<file path="config.mk">
export PLATFORM = sky130hd
export DESIGN_NAME = evt_timer_regs
export DESIGN_NICKNAME = d
export VERILOG_FILES = /design/src/rtl/evt_pkg.sv /design/src/rtl/evt_decode.sv /design/src/rtl/evt_counter.sv /design/src/rtl/evt_status.sv /design/src/rtl/evt_timer_regs.sv
export SDC_FILE = /design/constraint.sdc
export NUM_CORES = 1
export LEC_CHECK = 0
export BUFFER_PORTS_ARGS = -buffer_cell sky130_fd_sc_hd__buf_2
export CAP_MARGIN = 20
export CELL_PAD_IN_SITES_DETAIL_PLACEMENT = 1
export CELL_PAD_IN_SITES_GLOBAL_PLACEMENT = 1
export CORE_MARGIN = 2
export CORE_UTILIZATION = 32
export DETAILED_ROUTE_END_ITERATION = 7
export GPL_TIMING_DRIVEN = 0
export PLACE_DENSITY_LB_ADDON = 0.1
export SLEW_MARGIN = 20
export SYNTH_ARGS = -nofsm -noshare
export SYNTH_HDL_FRONTEND = slang
export SYNTH_SLANG_ARGS = --single-unit
</file>
<file path="constraint.sdc">
create_clock -name clk -period 3.7 [get_ports clk]
set_input_delay 0.74 -clock clk [delete_from_list [all_inputs] [get_ports clk]]
set_output_delay 0.74 -clock clk [all_outputs]
set_load 0.02 [all_outputs]
</file>
<file path="src/rtl/evt_pkg.sv">
package evt_pkg;
  typedef enum logic [2:0] {
    TGT_NONE,
    TGT_CAP,
    TGT_CFG,
    TGT_STS,
    TGT_CNT,
    TGT_CH
  } tgt_e;

  // Bits of a 64-bit register touched by a write
  function automatic logic [63:0] lane_mask(input logic hi, input logic wide);
    if (hi)
      return 64'hFFFF_FFFF_0000_0000;
    else if (wide)
      return 64'hFFFF_FFFF_FFFF_FFFF;
    else
      return 64'h0000_0000_FFFF_FFFF;
  endfunction

  function automatic logic [63:0] lane_data(input logic hi, input logic [63:0] d);
    return hi ? {d[31:0], 32'h0} : d;
  endfunction

  function automatic logic [63:0] merge(
    input logic [63:0] old_v,
    input logic [63:0] new_v,
    input logic [63:0] mask
  );
    return (new_v & mask) | (old_v & ~mask);
  endfunction

  function automatic logic [63:0] cap_word(
    input int unsigned nch,
    input logic [15:0] vendor,
    input logic [31:0] period
  );
    logic [63:0] c;
    c        = '0;
    c[7:0]   = 8'd1;
    c[12:8]  = 5'(nch - 1);
    c[13]    = 1'b1;
    c[15]    = 1'b1;
    c[31:16] = vendor;
    c[63:32] = period;
    return c;
  endfunction
endpackage

</file>
<file path="src/rtl/evt_decode.sv">
module evt_decode import evt_pkg::*; #(
  parameter int unsigned NCH = 5
) (
  input  logic [9:2] addr,
  output tgt_e       tgt,
  output logic [4:0] ch_idx,
  output logic [1:0] ch_reg,
  output logic       hi
);
  logic       in_global;
  logic [4:0] slot;

  assign in_global = (addr[9:8] == 2'b00);
  assign slot      = addr[9:5] - 5'd8;
  assign ch_idx    = slot;
  assign ch_reg    = addr[4:3];
  assign hi        = addr[2];

  always_comb begin
    tgt = TGT_NONE;
    if (in_global) begin
      unique case (addr[7:3])
        5'd0:    tgt = TGT_CAP;
        5'd2:    tgt = TGT_CFG;
        5'd4:    tgt = TGT_STS;
        5'd30:   tgt = TGT_CNT;
        default: tgt = TGT_NONE;
      endcase
    end else if ((32'(slot) < NCH) && (addr[4:3] != 2'b11)) begin
      tgt = TGT_CH;
    end
  end
endmodule

</file>
<file path="src/rtl/evt_counter.sv">
module evt_counter #(
  parameter int unsigned W = 64
) (
  input  logic         clk,
  input  logic         rst_n,
  input  logic         en,
  input  logic         tick,
  input  logic         wr,
  input  logic [W-1:0] wmask,
  input  logic [W-1:0] wdata,
  output logic [W-1:0] cnt
);
  logic step, load;

  assign step = en && tick;
  assign load = !en && wr;

  always_ff @(posedge clk) begin
    if (!rst_n)
      cnt <= '0;
    else if (step)
      cnt <= cnt + 1'b1;
    else if (load)
      cnt <= (wdata & wmask) | (cnt & ~wmask);
  end

  // an enabled tick adds one
  p_step_r6: assert property (@(posedge clk) disable iff (!rst_n)
    step |=> cnt == $past(cnt) + 1'b1);

  // held while disabled without a write
  p_freeze_r7: assert property (@(posedge clk) disable iff (!rst_n)
    (!en && !wr) |=> $stable(cnt));

  // a write while enabled changes nothing beyond ticking
  p_busy_write_r8: assert property (@(posedge clk) disable iff (!rst_n)
    (en && !tick) |=> $stable(cnt));
endmodule

</file>
<file path="src/rtl/evt_status.sv">
module evt_status #(
  parameter int unsigned NCH = 5
) (
  input  logic           clk,
  input  logic           rst_n,
  input  logic [NCH-1:0] set,
  input  logic [NCH-1:0] clr,
  output logic [NCH-1:0] sts
);
  always_ff @(posedge clk) begin
    if (!rst_n)
      sts <= '0;
    else
      sts <= (sts & ~clr) | set;
  end

  // cleared bits drop unless set in the same cycle
  p_w1c_r5: assert property (@(posedge clk) disable iff (!rst_n)
    1'b1 |=> (sts & $past(clr & ~set)) == '0);

  // set bits always land
  p_set_r5: assert property (@(posedge clk) disable iff (!rst_n)
    1'b1 |=> (sts & $past(set)) == $past(set));

  // untouched bits keep their value
  p_hold_r5: assert property (@(posedge clk) disable iff (!rst_n)
    1'b1 |=> ((sts ^ $past(sts)) & ~$past(set | clr)) == '0);
endmodule

</file>
<file path="src/rtl/evt_timer_regs.sv">
module evt_timer_regs import evt_pkg::*; #(
  parameter int unsigned NCH       = 5,
  parameter logic [15:0] VENDOR    = 16'hA5C3,
  parameter logic [31:0] PERIOD_FS = 32'd10_000_000
) (
  input  logic           clk,
  input  logic           rst_n,
  input  logic           bus_valid,
  input  logic           bus_write,
  input  logic           bus_wide,
  input  logic [9:2]     bus_addr,
  input  logic [63:0]    bus_wdata,
  output logic [63:0]    bus_rdata,
  input  logic           tick_en,
  input  logic [NCH-1:0] sts_set,
  input  logic [63:0]    ch_rdata,
  output logic [4:0]     ch_sel,
  output logic [1:0]     ch_reg,
  output logic           ch_wr,
  output logic [63:0]    ch_wdata,
  output logic [63:0]    ch_wmask,
  output logic           glb_enable,
  output logic           legacy_route
);
  localparam logic [63:0] CAP     = cap_word(NCH, VENDOR, PERIOD_FS);
  localparam logic [63:0] CFG_WR  = 64'h3;

  initial begin
    if (NCH < 3 || NCH > 32)
      $error("NCH must lie between 3 and 32");
  end

  tgt_e        tgt;
  logic        hi;
  logic [63:0] wmask, wdata_al, full_rd;
  logic        wr_any, wr_cfg, wr_sts, wr_cnt;
  logic [1:0]  cfg_q;
  logic [63:0] cnt;
  logic [NCH-1:0] sts, sts_clr;

  evt_decode #(.NCH(NCH)) u_dec (
    .addr  (bus_addr),
    .tgt   (tgt),
    .ch_idx(ch_sel),
    .ch_reg(ch_reg),
    .hi    (hi)
  );

  assign wmask    = lane_mask(hi, bus_wide);
  assign wdata_al = lane_data(hi, bus_wdata);
  assign wr_any   = bus_valid && bus_write;
  assign wr_cfg   = wr_any && (tgt == TGT_CFG);
  assign wr_sts   = wr_any && (tgt == TGT_STS);
  assign wr_cnt   = wr_any && (tgt == TGT_CNT);
  assign ch_wr    = wr_any && (tgt == TGT_CH);
  assign ch_wdata = wdata_al & wmask;
  assign ch_wmask = wmask;
  assign sts_clr  = wr_sts ? NCH'(wdata_al & wmask) : '0;

  always_ff @(posedge clk) begin
    if (!rst_n)
      cfg_q <= '0;
    else if (wr_cfg)
      cfg_q <= 2'(merge({62'h0, cfg_q}, wdata_al, wmask & CFG_WR));
  end

  assign glb_enable   = cfg_q[0];
  assign legacy_route = cfg_q[1];

  evt_counter #(.W(64)) u_cnt (
    .clk  (clk),
    .rst_n(rst_n),
    .en   (glb_enable),
    .tick (tick_en),
    .wr   (wr_cnt),
    .wmask(wmask),
    .wdata(wdata_al),
    .cnt  (cnt)
  );

  evt_status #(.NCH(NCH)) u_sts (
    .clk  (clk),
    .rst_n(rst_n),
    .set  (sts_set),
    .clr  (sts_clr),
    .sts  (sts)
  );

  always_comb begin
    unique case (tgt)
      TGT_CAP: full_rd = CAP;
      TGT_CFG: full_rd = {62'h0, cfg_q};
      TGT_STS: full_rd = 64'(sts);
      TGT_CNT: full_rd = cnt;
      TGT_CH:  full_rd = ch_rdata;
      default: full_rd = '0;
    endcase
  end

  assign bus_rdata = (bus_valid && !bus_write) ? (hi ? (full_rd >> 32) : full_rd) : '0;

  // configuration only changes through a configuration write
  p_cfg_hold_r4: assert property (@(posedge clk) disable iff (!rst_n)
    !wr_cfg |=> $stable(cfg_q));

  // the channel strobe never reaches an absent channel
  p_ch_range_r10: assert property (@(posedge clk) disable iff (!rst_n)
    ch_wr |-> (32'(ch_sel) < NCH) && (ch_reg != 2'b11));

  // an upper-half read leaves the top of the bus clear
  p_hi_read_r2: assert property (@(posedge clk) disable iff (!rst_n)
    (bus_valid && !bus_write && hi) |-> bus_rdata[63:32] == 32'h0);
endmodule

</file>
After elaboration in Yosys (flattened, before gate mapping)

Index checks and enable logic that the tools add are counted.

Output and inout bits: 202
Input port bits: 147
Flip-flop bits (word level): 71
Word-level logic and storage cells: 52

Equality and inequality tests: 9
Magnitude comparators: 1
Bitwise operators: 11
Add/sub/neg operators: 2
Reductions and logical operators: 14
Mux-type cells: 12

Operators with widths:

| operator                                                    | number |
|---|---|
| two-way mux 64 bit                                          | 7 |
| one-hot mux 64 bit (5 select lines)                         | 1 |
| bitwise AND 64 bit                                          | 2 |
| adder 64 x 1 -> 64 bit (second input constant)              | 1 |
| inverter 64 bit                                             | 1 |
| OR 64 bit                                                   | 1 |
| one-hot mux 3 bit (4 select lines)                          | 1 |
| logical AND 1 bit                                           | 9 |
| equality test 3 x 2 -> 1 bit (second input constant)        | 2 |
| equality test 3 bit (second input constant)                 | 2 |
| two-way mux 3 bit                                           | 2 |
| bitwise AND 5 bit                                           | 1 |
| equality test 5 x 2 -> 1 bit (second input constant)        | 1 |
| equality test 5 x 3 -> 1 bit (second input constant)        | 1 |
| equality test 5 bit (second input constant)                 | 1 |
| zero test 5 bit                                             | 1 |
| less-than comparator 5 x 3 -> 1 bit (second input constant) | 1 |
| two-way mux 5 bit                                           | 1 |
| inverter 5 bit                                              | 1 |
| OR 5 bit                                                    | 1 |
| subtractor 5 x 4 -> 5 bit (second input constant)           | 1 |
| bitwise AND 2 bit                                           | 2 |
| equality test 3 x 1 -> 1 bit (second input constant)        | 1 |
| zero test 1 bit                                             | 2 |
| 5 further kinds                                             | 5 |

Logic depth before layout (Yosys ltp)

Word-level depth: 11
Gate-level depth with buffers: 10
Depth with buffers taken out: 7

Cells and area by module

A second synthesis with hierarchy kept.

Cells, all modules: 1,056
Area, all modules: 7,719.9 sq um

Modules (own cells, without submodules):

| module         | times used | seq. area each (sq um) | cells each | area an instance (sq um) |
|---|---|---|---|---|
| evt_counter    | 1          | 1,281.2                | 540        | 4,043.9 |
| evt_timer_regs | 1          | 40.0                   | 478        | 3,296.9 |
| evt_status     | 1          | 100.1                  | 15         | 206.4 |
| evt_decode     | 1          | 0.0                    | 23         | 172.7 |

Worst setup path before layout

Ideal clock, no wire load.

Path type: input to output
Start point: input bus_addr[8] (netlist bit)
End point: output bus_rdata[0]
Data arrival time: 3.021 ns
Required time: 2.960 ns
Stages on the path: 9
Path buffers: 2
Path slack: -0.061 ns
Path through: inv_1 -> ha_1 -> or4b_1 -> nor3_1 -> or2_2 -> buf_2 -> buf_2 -> a21oi_1 -> a221oi_1

Word-level cells in the longest chain between the ends: 9
Elaborated cells between the ends (all ways): 14
Those cells by class: add/sub (1); order compare (1); eq/ne (5); mux (5); reduce/logical (2)

RTL lines:

| item                                              | line                  | text |
|---|---|---|
| start: declaration                                | evt_timer_regs.sv:11  | `input logic [9:2] bus_addr,` |
| subtractor 5 x 4 -> 5 bit                         | evt_decode.sv:14      | `assign slot = addr[9:5] - 5'd8;` |
| less-than comparator 5 x 3 -> 1 bit               | evt_decode.sv:29      | `end else if ((32'(slot) < NCH) && (addr[4:3] != 2'b11)) begin` |
| logical AND 1 bit                                 | evt_decode.sv:29      |  |
| two-way mux 3 bit                                 | evt_decode.sv:29      |  |
| two-way mux 3 bit *                               | evt_decode.sv:21      | `if (in_global) begin` |
| equality test 3 bit, or another cell as far along | evt_timer_regs.sv:90  | `unique case (tgt)` |
| one-hot mux 64 bit (5 select lines) *             | evt_timer_regs.sv:90  |  |
| two-way mux 64 bit * (2 in a row)                 | evt_timer_regs.sv:100 | `assign bus_rdata = (bus_valid && !bus_write) ? (hi ? (full_rd >> 32) : full_rd) : '0;` |
| end: declaration                                  | evt_timer_regs.sv:13  | `output logic [63:0] bus_rdata,` |

Mark *: on every way between the ends. The rest lies on a longest branch, timed or not.

Final worst setup path

Start point: input bus_addr[2] (netlist bit)
End point: output ch_wdata[56]

Word-level cells in the longest chain between the ends: 2
Elaborated cells between the ends (all ways): 3
Those cells by class: mux (2); bitwise (1)

RTL lines:

| item                                         | line                         | text |
|---|---|---|
| two-way mux 64 bit, on equally long branches | evt_pkg.sv:22, evt_pkg.sv:13 |  |
| bitwise AND 64 bit *                         | evt_timer_regs.sv:56         | `assign ch_wdata = wdata_al & wmask;` |
| end: declaration                             | evt_timer_regs.sv:20         | `output logic [63:0] ch_wdata,` |

Marks and branches as above.

==> run summary <==
CP Class: in -> out
multi-input logic area: 4560 um2
Final Max Slew Viols: 0
syn_nets: 1,063
Setup Skew: 0.00952 ns
Worst-Skew Late Latency: 0.36 ns
CTS tree: done
leading cell type in the layout, fill and taps excluded: buf_2
per-cell routed wire length: 26.2 um
Reg power frac: 33.5%
met3 Track Usage GR: 4.89%
final core occ: 45.5%
Worst EP arrival: 2.94 ns
crit-path max FO: 10
Final WS setup: 0.0223 ns
Final min period: 3.68 ns
xor/xnor cell area share of the yosys netlist: 0%
clk root buf: clkbuf_16
syn avg cell area: 7.36 um2
Layout area overhead: 38.5%
Yosys cell types: 73
main combinational cell family by area after synthesis: compound AO/OA/AOI/OAI gates
PortBufs: 347
CP Cell Sequence: buf_2 -> nor2b_2 -> clkbuf_1 -> buf_1 -> a22o_1 -> buf_2
pin count of the biggest net entering global routing: 42
Seq/Total Area, Yosys: 21.2%
Post-Synth Adder-Cell Area: 0.745%
Core Area: 20,400 um2
Synth async-reset ratio: 0%
CP required: 2.96 ns
Logic pwr share: 28.8%
DIE HEIGHT: 149 um
final net count: 1,428
initial antenna violation count: 1
Sinks on Clock Net: 71
Ys Warns: 0
Most Used Layer, Global Route: met2
Slew @ Worst Pin: 1.06 ns
Initial DRT Pass Iterations: 8
CTS Buffer Depth: 2
top_reg_cell synth: dfxtp_1
Sequential Area: 1420 um2
Critical Path End Type: output port
DR vias: 9,451
cell area after synthesis: 6720 um2
drt first-iter violations: 930
die area: 22,200 um2
total track usage: 35.3%
fin area: 9300 um2
Worst VDD drop: 0.000200 V
power per cell area: 248 nW/um2
first-pass GRT wire length: 58,600 um
hold buffer count at cts: 0
Overflow after GRT: 0
post-synthesis mux area share: 1.45%
die extent in x: 149 um
number of synthesized flops with an enable pin: 0
via/cell ratio: 6.09
Max Cap Viol: 0
sw frac: 34.6%
post-synthesis compound-gate area fraction: 33.8%
total placed instance area: 8860 um2
GPL Wtd Cong: 0.978
most frequent cells in the layout: buf_2 (361), buf_4 (78), nor2_1 (75)
ratio of cells with drive above 1 in the final layout: 39.5%
wirelength, routed: 40,600 um
period utilisation layout: 99.4%
CTS Buf Count: 9
outcome: complete, no violations
critical path's slowest cell: buf_1
# H-tree levels: 3
CP startpoint kind: primary input
#FFs+latches synth: 71
Mapped Cells: 912
Slew headroom: 29.2%
met2 Track Usage GR: 58.1%
DP HPWL: 32,700 um
Detail Route Antenna Nets: 0
vias in the first global route: 9,183
Synth Area in Simple Gates: 30.0%
Post-route DRC: 0
FILL cells: 2,740
Final Hold Vio Count: 0
Internal: 0.00151 W
pre-CTS setup slack: -1.06 ns
sw power: 0.000797 W
Clock Power Share: 37.7%
fmax: 272 MHz
CP dominant cell by count: buf_2
max incr delay on CP: 0.58 ns
min-delay worst type: reg -> reg
Row Count: 52
Final setup viols: 0
starting density of the core: 32.9%
met1 Use GR: 47.9%
I/O pin count: 349
LEAKAGE: 3.99 nW
CTS clk-pin slew, worst paths: 0.06 ns
hold slack: 0.484 ns
==> per-layer routing <==
layer | part of all wire [%] | wire [um] | up-vias
met4 | 2.3 | 930 | 0
met1 | 41 | 16800 | 4679
li1 | - | - | 4208
met3 | 9.5 | 3840 | 62
met5 | 0 | 0 | -
met2 | 47 | 19000 | 502
==> power groups by stage <==
| stage | clock network, W | logic [W] | registers [W] |
|---|---|---|---|
| 6_report | 0.000870 | 0.000664 | 0.000772 |
| 5_1_grt | 0.000891 | 0.000697 | 0.000773 |
| 4_1_cts | 0.000861 | 0.000654 | 0.000772 |
| 3_5_place_dp | 0 | 0.000645 | 0.000789 |
| 3_3_place_gp | 0 | 0.000640 | 0.000789 |
| 2_1_floorplan | 0 | 0.000359 | 0.000788 |
==> logic make-up (layout without fill, tap and decap cells) <==
logic type      count (synthesis)  after routing
buf+inv                       159            529
fa+ha+maj                       4              4
compound gates                302            302
simple gates                  367            367
flops                          71             71
mux                             9              9
other cells                     0              1
==> Yosys cell counts (all sizes together) (3+ instances only) <==
cell | n | area, um2
a211oi | 36 | 270
a21oi | 28 | 144
a221oi | 29 | 254
a222oi | 5 | 50.1
a22o | 42 | 368
a22oi | 28 | 210
a311oi | 11 | 96.3
a31oi | 19 | 119
and2 | 16 | 100
and3 | 27 | 169
and4 | 7 | 61.3
and4b | 3 | 30.0
buf | 84 | 578
clkbuf | 55 | 206
dfxtp | 71 | 1420
ha | 4 | 50.1
inv | 19 | 71.3
mux2 | 3 | 37.5
mux2i | 6 | 60.1
nand2 | 67 | 251
nand2b | 3 | 18.8
nand3 | 34 | 200
nand4 | 26 | 163
nor2 | 76 | 285
nor2b | 32 | 200
nor3 | 31 | 160
nor3b | 3 | 27.5
nor4 | 16 | 155
o211ai | 11 | 82.6
o21a | 3 | 22.5
o21ai | 32 | 160
o21bai | 11 | 82.6
o221ai | 3 | 26.3
o31a | 11 | 96.3
o31ai | 5 | 37.5
or2 | 3 | 18.8
or3 | 8 | 50.1
or4 | 10 | 82.6
==> timing repair <==
item	in CTS	in global routing
setup buffers	1	6
setup endpoints to repair	85	35
gates resized for setup	32	20
cloned	0	0
pin swaps	1	3
==> final cells by class <==
cell class / count / share of cell area (%)
diodes: 1 / 0.0269
plain buffers: 138 / 8.85
clock buffers: 13 / 2.80
clock inverters: 3 / 0.188
inverters: 20 / 0.807
multi-input cells: 682 / 49.0
flip-flops and latches: 71 / 15.3
well taps: 270 / 3.63
repair buffers: 355 / 19.4
==> worst paths after layout <==
check,start,endpoint,slack (ns),depth (start not counted)
hold reg to reg,u_sts.sts[1]$_SDFF_PN0_,u_sts.sts[1]$_SDFF_PN0_,0.48,2
setup / recovery,bus_addr[2],ch_wdata[56],0.02,6
hold / removal,u_sts.sts[1]$_SDFF_PN0_,u_sts.sts[1]$_SDFF_PN0_,0.48,2
setup reg to reg,flip-flop,flip-flop,0.70,5
==> per-stage QoR <==
step / TNS, ns / total power [W] / cells
after global placement: -36.79 / 0.00143 / 1529
after global routing: -0.0260 / 0.00236 / 1553
after floorplan: 0 / 0.00115 / 912
final: 0 / 0.00231 / 1553
after CTS: -0.00926 / 0.00229 / 1546
after detailed placement: -33.00 / 0.00143 / 1530
==> critical path, delay by kind of cell <==
family / cells / cell delay (ns)
AND/OR/NAND/NOR: 1 / 0.43
AO/OA/AOI/OAI: 1 / 0.30
buffers and inverters: 4 / 1.46
(Power assumes the default switching activity.)
